<file path="config.mk">
export PLATFORM = sky130hd
export DESIGN_NAME = eeprom_write_poll
export DESIGN_NICKNAME = d
export VERILOG_FILES = /design/src/rtl/eewp_pkg.sv /design/src/rtl/eewp_phase_timer.sv /design/src/rtl/eewp_poll_watchdog.sv /design/src/rtl/eeprom_write_poll.sv
export SDC_FILE = /design/constraint.sdc
export NUM_CORES = 1
export LEC_CHECK = 0
export ABC_AREA = 1
export BUFFER_PORTS_ARGS = -buffer_cell sky130_fd_sc_hd__buf_2
export CAP_MARGIN = 15
export CORE_AREA = 8 8 84 86
export DETAILED_ROUTE_END_ITERATION = 6
export DIE_AREA = 0 0 92 94
export GPL_TIMING_DRIVEN = 1
export PLACE_DENSITY = 0.74
export SLEW_MARGIN = 5
export SYNTH_ARGS = -nofsm -noshare
export SYNTH_HDL_FRONTEND = slang
export SYNTH_SLANG_ARGS = --single-unit
</file>
<file path="constraint.sdc">
create_clock -name clk -period 2.35 [get_ports clk]
set_clock_uncertainty 0.1 [all_clocks]
set_input_delay 0.3525 -clock clk [delete_from_list [all_inputs] [get_ports clk]]
set_output_delay 0.3525 -clock clk [all_outputs]
set_load 0.05 [all_outputs]
</file>
<file path="src/rtl/eewp_pkg.sv">
package eewp_pkg;
  typedef enum logic [2:0] {
    ST_IDLE,
    ST_WSETUP,
    ST_WPULSE,
    ST_WHOLD,
    ST_PGAP,
    ST_PREAD,
    ST_RREAD
  } eewp_state_t;

  function automatic int imax(input int a, input int b);
    return (a > b) ? a : b;
  endfunction
endpackage

</file>
<file path="src/rtl/eewp_phase_timer.sv">
module eewp_phase_timer #(
  parameter int W = 4
) (
  input  logic         clk,
  input  logic         rst_n,
  input  logic         load,
  input  logic [W-1:0] load_val,
  output logic         expired
);
  logic [W-1:0] cnt_q, cnt_d;

  always_comb begin
    cnt_d = cnt_q;
    if (load)              cnt_d = load_val;
    else if (cnt_q != '0)  cnt_d = cnt_q - 1'b1;
  end

  always_ff @(posedge clk or negedge rst_n) begin
    if (!rst_n) cnt_q <= '0;
    else        cnt_q <= cnt_d;
  end

  assign expired = (cnt_q == '0);
endmodule

</file>
<file path="src/rtl/eewp_poll_watchdog.sv">
module eewp_poll_watchdog #(
  parameter int LIMIT = 600000
) (
  input  logic clk,
  input  logic rst_n,
  input  logic clr,
  input  logic run,
  output logic expired
);
  localparam int W = $clog2(LIMIT + 1);
  logic [W-1:0] cnt_q, cnt_d;

  always_comb begin
    cnt_d = cnt_q;
    if (clr)      cnt_d = '0;
    else if (run) cnt_d = cnt_q + 1'b1;
  end

  always_ff @(posedge clk or negedge rst_n) begin
    if (!rst_n) cnt_q <= '0;
    else        cnt_q <= cnt_d;
  end

  assign expired = run && (cnt_q == W'(LIMIT - 1));
endmodule

</file>
<file path="src/rtl/eeprom_write_poll.sv">
module eeprom_write_poll
  import eewp_pkg::*;
#(
  parameter int ADDR_W       = 11,
  parameter int DATA_W       = 8,
  parameter int SETUP_CYC    = 1,
  parameter int PULSE_CYC    = 5,
  parameter int HOLD_CYC     = 1,
  parameter int ACCESS_CYC   = 13,
  parameter int GAP_CYC      = 1,
  parameter int WRITE_CYC    = 150000,
  parameter int TIMEOUT_MULT = 4
) (
  input  logic              clk,
  input  logic              rst_n,
  input  logic              req_valid,
  input  logic              req_write,
  input  logic [ADDR_W-1:0] req_addr,
  input  logic [DATA_W-1:0] req_data,
  output logic              req_ready,
  output logic              done,
  output logic              err,
  output logic [DATA_W-1:0] rd_data,
  output logic              mem_ce_n,
  output logic              mem_oe_n,
  output logic              mem_we_n,
  output logic [ADDR_W-1:0] mem_addr,
  output logic [DATA_W-1:0] mem_dout,
  output logic              mem_dq_oe,
  input  logic [DATA_W-1:0] mem_din
);
  localparam int PH_MAX  = imax(imax(imax(SETUP_CYC, PULSE_CYC), imax(HOLD_CYC, ACCESS_CYC)), GAP_CYC);
  localparam int TMR_W   = $clog2(PH_MAX + 1);
  localparam int TMO_CYC = WRITE_CYC * TIMEOUT_MULT;
  localparam int MSB     = DATA_W - 1;

  eewp_state_t       state_q, state_d;
  logic [ADDR_W-1:0] addr_q;
  logic [DATA_W-1:0] data_q, rd_q;
  logic              done_q, done_d, err_q, err_d;
  logic              accept, rd_capture;
  logic              tmr_load, tmr_exp, wd_exp, wd_run, wd_clr;
  logic [TMR_W-1:0]  tmr_val;
  logic              poll_match;

  assign accept     = (state_q == ST_IDLE) && req_valid;
  assign poll_match = (mem_din[MSB] == data_q[MSB]);

  // next-state process
  always_comb begin
    state_d    = state_q;
    tmr_load   = 1'b0;
    tmr_val    = '0;
    done_d     = 1'b0;
    err_d      = 1'b0;
    rd_capture = 1'b0;
    unique case (state_q)
      ST_IDLE: if (req_valid) begin
        tmr_load = 1'b1;
        if (req_write) begin
          state_d = ST_WSETUP;
          tmr_val = TMR_W'(SETUP_CYC - 1);
        end else begin
          state_d = ST_RREAD;
          tmr_val = TMR_W'(ACCESS_CYC - 1);
        end
      end
      ST_WSETUP: if (tmr_exp) begin
        state_d = ST_WPULSE; tmr_load = 1'b1; tmr_val = TMR_W'(PULSE_CYC - 1);
      end
      ST_WPULSE: if (tmr_exp) begin
        state_d = ST_WHOLD; tmr_load = 1'b1; tmr_val = TMR_W'(HOLD_CYC - 1);
      end
      ST_WHOLD: if (tmr_exp) begin
        state_d = ST_PGAP; tmr_load = 1'b1; tmr_val = TMR_W'(GAP_CYC - 1);
      end
      ST_PGAP: begin
        if (wd_exp) begin
          state_d = ST_IDLE; err_d = 1'b1;
        end else if (tmr_exp) begin
          state_d = ST_PREAD; tmr_load = 1'b1; tmr_val = TMR_W'(ACCESS_CYC - 1);
        end
      end
      ST_PREAD: begin
        if (tmr_exp && poll_match) begin
          state_d = ST_IDLE; done_d = 1'b1;
        end else if (wd_exp) begin
          state_d = ST_IDLE; err_d = 1'b1;
        end else if (tmr_exp) begin
          state_d = ST_PGAP; tmr_load = 1'b1; tmr_val = TMR_W'(GAP_CYC - 1);
        end
      end
      ST_RREAD: if (tmr_exp) begin
        state_d = ST_IDLE; done_d = 1'b1; rd_capture = 1'b1;
      end
      default: state_d = ST_IDLE;
    endcase
  end

  // register process
  always_ff @(posedge clk or negedge rst_n) begin
    if (!rst_n) begin
      state_q <= ST_IDLE;
      done_q  <= 1'b0;
      err_q   <= 1'b0;
      addr_q  <= '0;
      data_q  <= '0;
      rd_q    <= '0;
    end else begin
      state_q <= state_d;
      done_q  <= done_d;
      err_q   <= err_d;
      if (accept) begin
        addr_q <= req_addr;
        data_q <= req_data;
      end
      if (rd_capture) rd_q <= mem_din;
    end
  end

  assign wd_run = (state_q == ST_PGAP) || (state_q == ST_PREAD);
  assign wd_clr = !wd_run;

  eewp_phase_timer #(.W(TMR_W)) u_tmr (
    .clk(clk), .rst_n(rst_n), .load(tmr_load), .load_val(tmr_val), .expired(tmr_exp)
  );

  eewp_poll_watchdog #(.LIMIT(TMO_CYC)) u_wd (
    .clk(clk), .rst_n(rst_n), .clr(wd_clr), .run(wd_run), .expired(wd_exp)
  );

  assign req_ready = (state_q == ST_IDLE);
  assign done      = done_q;
  assign err       = err_q;
  assign rd_data   = rd_q;
  assign mem_ce_n  = (state_q == ST_IDLE) || (state_q == ST_PGAP);
  assign mem_we_n  = (state_q != ST_WPULSE);
  assign mem_oe_n  = !((state_q == ST_PREAD) || (state_q == ST_RREAD));
  assign mem_dq_oe = (state_q == ST_WPULSE) || (state_q == ST_WHOLD);
  assign mem_addr  = addr_q;
  assign mem_dout  = data_q;
endmodule

</file>
# ---- Word-level counts from Yosys, hierarchy flattened
# Index checks and enable logic that the tools add are counted.
dict set report word_totals {
  out_inout_bits 34
  in_bits 31
  wordCells 69
  register_bits 56
}
dict set report classes {
  n_reduce_logical 14
  n_mux 31
  n_eq_ne 14
  add_sub_neg 2
}
# operator count
set ops {}
lappend ops {{2-to-1 mux 3 bit} 11}
lappend ops {{2-to-1 mux 4 bit} 6}
lappend ops {{one-hot mux 3 bit (7 select lines)} 1}
lappend ops {{adder 20 x 1 -> 20 bit, second input constant} 1}
lappend ops {{== test 20 bit, second input constant} 1}
lappend ops {{2-to-1 mux 20 bit} 1}
lappend ops {{one-hot mux 4 bit (3 select lines)} 1}
lappend ops {{== test 3 bit, second input constant} 3}
lappend ops {{2-to-1 mux 1 bit} 8}
lappend ops {{!= test 2 bit, second input constant} 4}
lappend ops {{== test 3 x 2 -> 1 bit, second input constant} 2}
lappend ops {{!= test 3 x 2 -> 1 bit, second input constant} 2}
lappend ops {{AND reduction 5 bit} 1}
lappend ops {{zero test 4 bit} 1}
lappend ops {{logical OR 1 bit} 4}
lappend ops {{one-hot mux 1 bit (2 select lines)} 2}
lappend ops {{one-hot mux 1 bit (4 select lines)} 1}
lappend ops {{nonzero test 4 bit} 1}
lappend ops {{subtractor 4 x 1 -> 4 bit, second input constant} 1}
lappend ops {{== test 3 x 1 -> 1 bit, second input constant} 1}
lappend ops {{logical AND 1 bit} 3}
lappend ops {{zero test 3 bit} 1}
lappend ops {{OR reduction 3 bit} 1}
lappend ops {{nonzero test 2 bit} 1}
lappend ops {{other kinds (2)} 2}

# ---- Logic depth before layout (Yosys ltp)
# Gate-level depths: netlist of run 1.
dict set report logic_depth {
  ltp_word 7
  ltp_mapped 12
}

# ---- By module
# From an unflattened synthesis of run 1, not the netlist that was laid out.
dict set report unflattened {
  cells_unflattened 384
  hier_area_um2 2945.3
}
# mod seq_area_each_um2 cells_per_inst instances area_per_inst_um2
set modules_own_cells {}
lappend modules_own_cells {eeprom_write_poll 800.8 182 1 1517.7}
lappend modules_own_cells {eewp_poll_watchdog 500.5 168 1 1184.9}
lappend modules_own_cells {eewp_phase_timer 100.1 34 1 242.7}

# ---- Least setup slack after synthesis of run 1
# No wires, ideal clock.
dict set report synth_timing {
  path_kind {register -> register}
  start {register state_q[0]}
  end {register state_q[1]}
  path_slack_ns 0.231
  required_time_ns 2.133
  arrival_time_ns 1.901
  setup_ns 0.117
  path_stages_with_launch 7
  cell_sequence {dfrtp_1 nor2_2 nand2_1 inv_1 nand2_1 nand3_1 nand2_1}
}
dict set report synth_between {
  elab_cells_between_ends 19
}
# item line
set synth_lines {}
lappend synth_lines {{start: declaration} eeprom_write_poll.sv:37} ;# eewp_state_t state_q, state_d;
lappend synth_lines {{start signal: assignment} eeprom_write_poll.sv:110} ;# state_q <= state_d;
lappend synth_lines {{zero test 3 bit *} --}
lappend synth_lines {{net req_ready} eeprom_write_poll.sv:20} ;# output logic req_ready,
lappend synth_lines {{!= test 2 bit (no source line)} --}
lappend synth_lines {{AND reduction 5 bit (no source line)} --}
# Mark *: on every way through the listed nets, which the timed path passes. The rest lies on a longest branch.
# A chain may end at the register's enable or synchronous reset.

# ---- Worst setup path after layout of run 1
dict set report layout_timing {
  start {register state_q[0]}
  end {output port mem_dq_oe}
}
dict set report layout_between {
  elab_chain_len 2
  elab_cells_between_ends 3
}
# item line
set layout_lines {}
lappend layout_lines {{== test 3 x 2 -> 1 bit} eeprom_write_poll.sv:139} ;# assign mem_dq_oe = (state_q == ST_WPULSE) || (state_q == ST_WHOLD);
lappend layout_lines {{logical OR 1 bit *} eeprom_write_poll.sv:139}
lappend layout_lines {{end: declaration} eeprom_write_poll.sv:29} ;# output logic mem_dq_oe,
# Every way passes the cells marked *; elsewhere a longest branch is shown, timed or not.

==> results of run 1 <==
-- power groups by stage --
stage | sequential (W) | clock [W] | combinational, W
after detailed placement | 0.00145 | 0 | 0.00249
final | 0.00144 | 0.000508 | 0.00247
after floorplan | 0.00223 | 0 | 0.00113
after global routing | 0.00147 | 0.000559 | 0.00269
after global placement | 0.00144 | 0 | 0.00245
after CTS | 0.00144 | 0.000523 | 0.00249
-- flip-flops by register name (all words and copies together) (netlist names) --
name and count:
u_wd.cnt_q 20, u_tmr.cnt_q 4, err 1, done 1, rd_data 8, mem_addr 11, state_q 3, mem_dout 8
-- critical path, delay by kind of cell, from the launching register on --
kind,cells,cell delay [ns]
DFF,1,0.47
and+or+nand+nor,2,0.37
buffers and inverters,3,0.42
-- how the worst max path moves through the flow --
stage	startpoint	slack, ns	end
detailed placement	u_tmr.cnt_q[0]	0.44	u_tmr.cnt_q[3]
CTS	state_q[0]	0.34	mem_dq_oe
global route	u_tmr.cnt_q[0]	0.23	u_tmr.cnt_q[3]
global placement	u_tmr.cnt_q[0]	0.50	state_q[2]
finish	state_q[0]	0.33	mem_dq_oe
floorplan	state_q[0]	0.23	state_q[1]
-- per-layer routing --
layer | track usage, % | vias to the layer above | part of all wire (%)
met5 | 0 | - | 0
met4 | 4.83 | 0 | 1.4
met3 | 4.64 | 6 | 5.6
met2 | 25.6 | 72 | 49
met1 | 18.6 | 1100 | 44
li1 | - | 1212 | -
-- cells in the final DEF, fill, tap and decap left out, types with 2 or more instances in the layout --
cell	instances
ha_1	2
nand4_1	3
inv_1	38
clkbuf_8	5
nand2_2	6
nor4_1	2
buf_2	64
dfrtp_1	56
nand3_1	19
o21a_1	2
xor2_1	3
nand3_2	2
mux2_1	6
nor3b_1	2
a21oi_1	19
nor2_2	3
nand2_1	110
nor3_1	9
nor2_1	24
nor3_2	2
nand2_4	4
o21ai_0	10
nor2_4	2
inv_2	5
-- kinds of logic (layout without fill, tap and decap cells) --
group                    Yosys count  count (layout)
adder cells (fa/ha/maj)            2               2
buffers and inverters             48             117
multiplexers                       7               7
XOR/XNOR                           3               3
flip-flops                        56              56
AO/OA/AOI/OAI                     33              33
AND/OR/NAND/NOR                  193             193
-- final cells by class --
| cell class | count | share of cell area (%) |
|---|---|---|
| clock buffers | 5 | 2.07 |
| inverters | 43 | 4.86 |
| clock inverters | 2 | 0.377 |
| repair buffers | 67 | 10.8 |
| multi-input cells | 238 | 36.8 |
| well taps | 75 | 2.83 |
| flip-flops and latches | 56 | 42.2 |
-- metrics by stage --
stage	area, um^2	power, W
6_report	3320	0.00441
5_1_grt	3320	0.00472
4_1_cts	3320	0.00445
3_5_place_dp	3230	0.00394
3_3_place_gp	3230	0.00388
2_1_floorplan	2810	0.00336
==> metrics.txt, run 1 <==
Setup violations, final=0; NetSw=0.00234 W; Residual DRC=0; MaxCap Viol Count=0; core area=5750 um^2; fin crit period=2.02 ns; Syn Nets=375; Total Routed Length=6330 um; grt ovf=0; Port Buffers=64; Hold Crit Depth=3; Max FO, Critical Path=6; Final Util=57.8%; min-delay src=req_addr[10]; multi-input combinational cell area=1220 um^2; Final nets=444; Critical R2R Launch=u_tmr.cnt_q[0]; Tcrit/Tclk final=85.8%; clock sinks=56; Pwr per Cell Area=1330 nW/um^2; Synth Area in Adders=0.890%; total inserted antenna cells=0; prevailing post-synth register cell=dfrtp_1; cell count after synthesis=342; Pint=0.00208 W; Post-Syn Area=2810 um^2; cell mode on critical path=inv_1; CP Data Required Time=1.90 ns; final slew viol count=0; Non-Filler Instances=486; YS warnings=0; Area Overhead vs Synth=18.1%; first-pass GRT wire length=10900 um; crit path launch type=flip-flop; dpl cells=478; post-synthesis compound-gate area fraction=6.14%; TritonCTS clock tree=built; Slowest cell on crit path=dfrtp_1; hold buffer count at cts=1; Rel. slew slack=77.8%; CTS root buf=clkbuf_8; Worst Hold Endpoint=mem_addr[10]; Post-CTS Setup Bufs=0; Gate power share=55.9%; xor and xnor area share after synthesis=0.935%; vias in the first global route=2389; Die X=92 um; Setup TNS=0 ns; largest family of logic cells by synthesized area=simple AND/OR/NAND/NOR gates; post-synthesis mux area share=2.80%; initial antenna violation count=0; status=complete, no violations; number of gates resized after CTS=0; count leader, synth=nand2_1; worst hold path type=in2reg; Reg clk slew, reported paths=0.10 ns; Worst Slack Setup Final=0.335 ns; worst slew pin tran=0.331 ns; worst path cell trace=inv_1 > nor3_1 > inv_1 > nand2_1 > buf_2; GP Congestion=0.896; vias=2390; Synth Area in Simple Gates=32.7%; layout cell share with drive strength beyond 1=24.8%; Synth top area share=49.9%; Post-synth top cells=nand2_1, dfrtp_1, inv_1, nor2_1; Seq cells post-synth=56; clk buf depth=2; dpl hpwl=4850 um; CTS H-tree lvls=2; Rows=28; Post-synth EDFFs=0; drt initial violations=163; DRT Pass-1 Iters=4; Switching Share=53.0%; final hold violations=0; hold_ws=0.132 ns; Cell variety after synth=31; CP max stage delay=0.47 ns; Peak Freq=0.496 GHz; Syn Area/Cell=8.22 um^2; sequential element share of the synthesized area=49.9%; Flop pwr share=32.6%; Async SR Flop Fraction=100%; DR vias/cell=4.92; Total GRT Usage=15.3%; # IOs=65; Max VDD drop=0.856 mV; RSZ-0062 raised after global routing=no; reg-to-reg slack, setup=0.40 ns; largest area contributor in the netlist=dfrtp_1; Setup Slack @ Placement=0.439 ns; R2R cell count=11; Die ar.=8650 um^2; worst-skew pair later-pin latency=0.31 ns; P_leak=1.78 nW; FF-to-FF End=u_tmr.cnt_q[3]; WL/cell=13.0 um; register area=1400 um^2; Routed Antenna Nets=0; CTS Buf Count=5; Chip Height=94 um; CP Capture Type=output port; largest net degree at the start of global routing=57; Crit Path Category=reg2out; Clk pwr share=11.5%; arrival time worst endpoint=1.56 ns; Layout fillers=522; largest cells by area after synthesis=dfrtp_1, nand2_1, inv_1; Starting Density=48.9%
No activity file was read; power rests on OpenSTA's default activity.
==> inputs of run 2 (changes only) <==
clock period = 2.21 ns   (was 2.35 ns; I/O delays follow)
==> run 2 against run 1 <==
  * Final area grew 0.60%
  * Sequential power grew 6%
  * Clock-buffer cell count unchanged
  * Via count rose by 1.6%
  * Non-clock buffer count up 1
  * Utilization rose by 0.35 points
  * Worst hold slack got worse by 0.028 ns
  * Register-to-register slack lost 0.14 ns
  * Critical path depth is 1 lower
  * Worst setup slack got worse by 0.098 ns
  * Highest routed layer unchanged
==> metrics.txt, run 2 (same netlist as run 1, synthesis figures left out) <==
Crit Path Category=reg2out; commonest cells after routing, fill and taps aside=nand2_1, buf_2, dfrtp_1; number of gates resized after CTS=0 (unchanged); Die X=92 um (unchanged); CP Capture Type=output port; reg-to-reg slack, setup=0.26 ns (-0.14 ns); Reg clk slew, reported paths=0.11 ns (about the same); Starting Density=48.9% (unchanged); Tcrit/Tclk final=89.3%; R2R cell count=11 (unchanged); Layout fillers=535 (+2.5%); Worst Slack Setup Final=0.237 ns (-0.0980 ns); Critical R2R Launch=u_tmr.cnt_q[0]; Max VDD drop=0.990 mV (+16%); Port Buffers=64 (unchanged); worst slew pin tran=0.312 ns (-0.0181 ns); Area Overhead vs Synth=18.8%; fin crit period=1.97 ns; largest net degree at the start of global routing=57 (unchanged); CTS root buf=clkbuf_8; Final nets=445 (+0.23%); Residual DRC=0 (unchanged); # IOs=65 (unchanged); worst-skew pair later-pin latency=0.32 ns (about the same); worst setup path start=state_q[0]; final slew viol count=0 (unchanged); CTS H-tree lvls=2 (unchanged); dpl hpwl=4890 um (+0.97%); grt ovf=0 (unchanged); initial antenna violation count=0 (unchanged); GP Congestion=0.880 (-1.7%); DR vias/cell=4.98 (+1.2%); Pwr per Cell Area=1430 nW/um^2 (+7.1%); MaxCap Viol Count=0 (unchanged); vias=2428 (+1.6%); vias in the first global route=2405 (+0.67%); Setup violations, final=0 (unchanged); Peak Freq=0.507 GHz; CP Data Required Time=1.78 ns (-0.12 ns); Max FO, Critical Path=6 (unchanged); TritonCTS clock tree=built; core area=5750 um^2 (unchanged); Rows=28 (unchanged); Rel. slew slack=79.0% (+1.2 points); total inserted antenna cells=0 (unchanged); Setup Slack @ Placement=0.285 ns (-0.154 ns); hold_ws=0.104 ns (-0.0283 ns); number of flip-flops under the largest register name=20 (unchanged); Routed Antenna Nets=0 (unchanged); Setup TNS=0 ns (unchanged); final hold violations=0 (unchanged); Die ar.=8650 um^2 (unchanged); Final Util=58.1% (+0.35 points); worst hold path type=in2reg; layout cell share with drive strength beyond 1=25.2% (+0.36 points); clock sinks=56 (unchanged); clk buf depth=2 (unchanged); most common cell after layout, fill and taps aside=nand2_1; FF-to-FF End=u_tmr.cnt_q[3]; Chip Height=94 um (unchanged); first-pass GRT wire length=11000 um (+0.95%); RSZ-0062 raised after global routing=no; drt initial violations=183 (+12%); Worst Setup EP=req_ready; WL/cell=12.9 um (-1.1%); Total Routed Length=6290 um (-0.66%); arrival time worst endpoint=1.54 ns (-0.02 ns); P_leak=1.79 nW (+0.58%); DRT Pass-1 Iters=4 (unchanged); status=complete, no violations; crit path launch type=flip-flop; Biggest register=u_wd.cnt_q; CTS Buf Count=5 (unchanged); Total GRT Usage=15.5% (+0.14 points)
## run 2: cell types whose count changed in the layout (fill, tap and decap cells not counted), sizes merged
cell    change
inv         +2
buf         +1
clkinv      -1
## run 2: per-stage QoR
stage,instances,total power (W),cell area (um^2)
2_1_floorplan,342,0.00358,2810
3_3_place_gp,479,0.00414,3230
3_5_place_dp,479,0.00421,3230
4_1_cts,488,0.00479,3340
5_1_grt,488,0.00506,3340
6_report,488,0.00476,3340
## run 2: where the power goes
group	switching [W]	internal, W	total [W]
Clock	0.000352	0.000232	0.000584
Sequential	0.000189	0.00134	0.00153
Combinational	0.00198	0.000659	0.00264
## run 2: how the worst min path moves through the flow
stage                start           to  slack, ns  cells after the start
2_1_floorplan        rst_n         done      -0.06                      0
3_3_place_gp         rst_n  mem_addr[8]       0.25                      2
3_5_place_dp         rst_n  mem_addr[3]       0.25                      2
4_1_cts        req_data[4]  mem_dout[4]        0.1                      3
5_1_grt        req_data[4]  mem_dout[4]       0.09                      3
6_report       req_data[4]  mem_dout[4]       0.10                      3
## run 2: what timing repair did
action | 4_1_cts | 5_1_grt
setup buffers | 0 | 0
hold buffers | 1 | 0
hold endpoints to repair | 56 | 0
## run 2: critical path: stages, from the launching register on
cell,delay [ns]
dfrtp_1,0.46
nor2_2,0.25
nand2_1,0.12
inv_1,0.13
buf_2,0.28
## run 2: per-layer routing
| metal | up-vias | global-route usage (%) | part of all wire, % |
|---|---|---|---|
| li1 | 1218 | - | - |
| met1 | 1143 | 18.3 | 44 |
| met2 | 57 | 26.6 | 49 |
| met3 | 10 | 4.24 | 5.2 |
| met4 | 0 | 4.97 | 1.6 |
| met5 | - | 0 | 0 |
## run 2: cell type report
| cell class | count | area, um^2 | share of cell area, % |
|---|---|---|---|
| inverter | 43 | 161 | 4.84 |
| clock inverter | 3 | 25.0 | 0.750 |
| timing repair buffer | 68 | 365 | 10.9 |
| tap | 75 | 93.8 | 2.81 |
| sequential | 56 | 1400 | 42.0 |
| multi-input combinational | 238 | 1220 | 36.6 |
| clock buffer | 5 | 68.8 | 2.06 |
==> inputs of run 3 (changes only) <==
CORE_AREA = 8 8 83 85   (was 8 8 84 86)
DIE_AREA = 0 0 91 93   (was 0 0 92 94)
PLACE_DENSITY = 0.78   (was 0.74)
SYNTH_HIERARCHICAL = 1   (was unset)
clock period = 2.25 ns   (was 2.21 ns; I/O delays follow)
==> run 3 against run 2 <==
  * Utilization increased by 4.3 points
  * Highest routed layer unchanged
  * Non-clock buffer count increased by 10
  * Power decreased by 1.2%
  * Clock power decreased by 8.9%
  * Final cell count increased by 10%
  * Worst setup slack got worse by 0.073 ns
  * Synthesized area increased by 4.8%
  * Sequential cell count unchanged
  * Combinational power increased by 2%
  * First-iteration DRC count decreased by 51%
  * Clock-buffer cell count increased by 1
==> metrics.txt, run 3 <==
GP Congestion=0.890 (+1.1%); Rows=28 (unchanged); Post-synth top cells=nand2_1, dfrtp_1, nor2_1, nand3_1, inv_1; Synth top area share=47.6% (-2.3 points); largest family of logic cells by synthesized area=simple AND/OR/NAND/NOR gates; Layout fillers=518 (-3.2%); WL/cell=12.8 um (-0.30%); layout cell share with drive strength beyond 1=25.5% (+0.30 points); Reg clk slew, reported paths=0.10 ns (about the same); commonest cells after routing, fill and taps aside=nand2_1, buf_2, dfrtp_1; Total Routed Length=6910 um (+9.9%); Die X=91 um (-1.1%); Crit path max-delay family=buffers and inverters; Rel. slew slack=66.1% (-13 points); CP Data Required Time=1.81 ns (+0.03 ns); largest net degree at the start of global routing=25 (-56%); Post-Syn Area=2950 um^2 (+4.8%); sequential element share of the synthesized area=47.6% (-2.3 points); CP Capture Type=output port; register area=1400 um^2 (about the same); final hold violations=0 (unchanged); Syn Area/Cell=7.67 um^2 (-6.7%); Non-Filler Instances=538 (+10%); clk buf depth=2 (unchanged); number of flip-flops under the largest register name=20 (unchanged); total inserted antenna cells=0 (unchanged); prevailing post-synth register cell=dfrtp_1; largest area contributor in the netlist=dfrtp_1; Final Util=62.4% (+4.3 points); worst-skew pair later-pin latency=0.30 ns (-0.02 ns); CTS H-tree lvls=2 (unchanged); post-synthesis mux area share=0% (-2.8 points); worst path cell trace=buf_4 > inv_2 > nand2_2 > nor2_4 > buf_2; worst hold path type=in2reg; Slowest cell on crit path=dfrtp_1; clock sinks=56 (unchanged); first-pass GRT wire length=11900 um (+8.4%); min-delay src=req_data[3]; core area=5680 um^2 (-1.2%); Final nets=495 (+11%); reg-to-reg slack, setup=0.20 ns (-0.06 ns); final slew viol count=0 (unchanged); worst slew pin tran=0.508 ns (+0.196 ns); P_leak=1.74 nW (-2.7%); Port Buffers=64 (unchanged); DRT Pass-1 Iters=5 (+1); Async SR Flop Fraction=100% (unchanged); dpl cells=526 (+9.8%); cell count after synthesis=384 (+12%); Finished Cell Area=3540 um^2 (+6.0%); Cell variety after synth=32 (+3.2%); most common cell after layout, fill and taps aside=nand2_1; Residual DRC=0 (unchanged); drt initial violations=89 (-51%); Post-synth EDFFs=0 (unchanged); Seq cells post-synth=56 (unchanged); YS warnings=6 (+6); Max FO, Critical Path=13 (+7); initial antenna violation count=0 (unchanged); DP Area=3400 um^2 (+5.1%); Starting Density=51.9% (+3.0 points); Setup TNS=0 ns (unchanged); largest cells by area after synthesis=dfrtp_1, nand2_1, nand3_1; Worst Hold Endpoint=mem_dout[3]; R2R cell count=14 (+3); Crit Path Category=reg2out; Synth Area in Simple Gates=39.2% (+6.4 points); multi-input combinational cell area=1400 um^2 (+15%); Biggest register=u_wd/cnt_q; Die ar.=8460 um^2 (-2.1%); DR vias/cell=5.06 (+1.6%); Buf+Inv Stages, Crit Path=3 (+1); fin crit period=2.09 ns; Routed Antenna Nets=0 (unchanged); count leader, synth=nand2_1; Area Overhead vs Synth=20.2%; crit path launch type=flip-flop; Max VDD drop=1.12 mV (+13%); CTS root buf=clkbuf_8; xor and xnor area share after synthesis=0.595% (-0.34 points); FF-to-FF End=u_tmr/cnt_q[1]; vias=2720 (+12%); post-synthesis compound-gate area fraction=5.61% (-0.54 points); dpl hpwl=5380 um (+9.9%); Peak Freq=0.479 GHz; Pwr per Cell Area=1330 nW/um^2 (-6.9%); TritonCTS clock tree=built; CTS Buf Count=5 (unchanged); Synth Area in Adders=0.850% (-0.041 points); arrival time worst endpoint=1.65 ns (+0.11 ns); CP max stage delay=0.42 ns (-0.04 ns); Critical R2R Launch=u_wd/cnt_q[15]; Total GRT Usage=16.7% (+1.2 points); MaxCap Viol Count=0 (unchanged); status=complete, no violations; worst setup path start=state_q[1]; vias in the first global route=2810 (+17%); Hold Crit Depth=3 (unchanged); # IOs=65 (unchanged); Chip Height=93 um (-1.1%); Tcrit/Tclk final=92.7%; Setup violations, final=0 (unchanged); grt ovf=0 (unchanged)
-- run 3: cell count changes in the layout (fill, tap and decap cells not counted), moves of 7 or more --
cell and change:
nor2_4 +7, nor2_1 +22, o21ai_0 +7, nand2_1 +15, a21oi_1 -10, inv_1 -11
buf_4 +11, nand3_1 +20
-- run 3: kinds of logic after synthesis --
| logic type | Yosys count |
|---|---|
| buf+inv | 42 |
| simple gates | 250 |
| fa+ha+maj | 2 |
| compound gates | 31 |
| xor+xnor | 2 |
| other cells | 1 |
| flops | 56 |
-- run 3: area by class of cell --
class / instances / share of cell area (%)
Timing Repair Buffer: 78 / 12.1
Multi-Input combinational cell: 287 / 39.6
Sequential cell: 56 / 39.6
Clock buffer: 6 / 2.05
Tap cell: 75 / 2.65
Inverter: 34 / 3.61
Clock inverter: 2 / 0.353
-- run 3: how the worst max path moves through the flow --
stage / cells past startpoint / slack [ns] / endpoint
3_3_place_gp: 16 / 0.16 / u_tmr/cnt_q[1]
3_5_place_dp: 16 / 0.08 / u_tmr/cnt_q[1]
6_report: 5 / 0.16 / req_ready
2_1_floorplan: 17 / 0.01 / u_tmr/cnt_q[0]
4_1_cts: 16 / 0.07 / u_tmr/cnt_q[1]
5_1_grt: 14 / -0.009 / u_tmr/cnt_q[0]
-- run 3: report_power, final --
part	internal, W	switching, W
combinational	0.000683	0.00201
sequential	0.00130	0.000174
clock	0.000218	0.000314
-- run 3: tightest hold or removal path, stage by stage --
cell and delay [ns]:
buf_2 0.08, nand3_1 0.06, nand2_1 0.06
-- run 3: through the flow --
stage                     hold WS, ns  power [W]  worst slack, ns
after floorplan               -0.0581    0.00352          0.00974
after global placement          0.246    0.00411            0.163
final                           0.156    0.00470            0.164
after CTS                       0.141    0.00472           0.0743
after global routing            0.149    0.00503         -0.00890
after detailed placement        0.241    0.00417           0.0839
-- run 3: routing by layer --
layer  wire length [um]  track usage [%]  vias to the layer above
li1                   -                -                     1378
met3                382             5.29                        8
met5                  0                0                        -
met4                 74             4.50                        0
met2               3470             29.9                       77
met1               2980             18.8                     1257
-- run 3: repair_timing --
item                                    CTS  global route
setup buffers                             0             3
endpoints found under the setup margin    0             4
gates resized for setup                   0             5
hold endpoints to repair                 22             0
hold buffers                              1             0
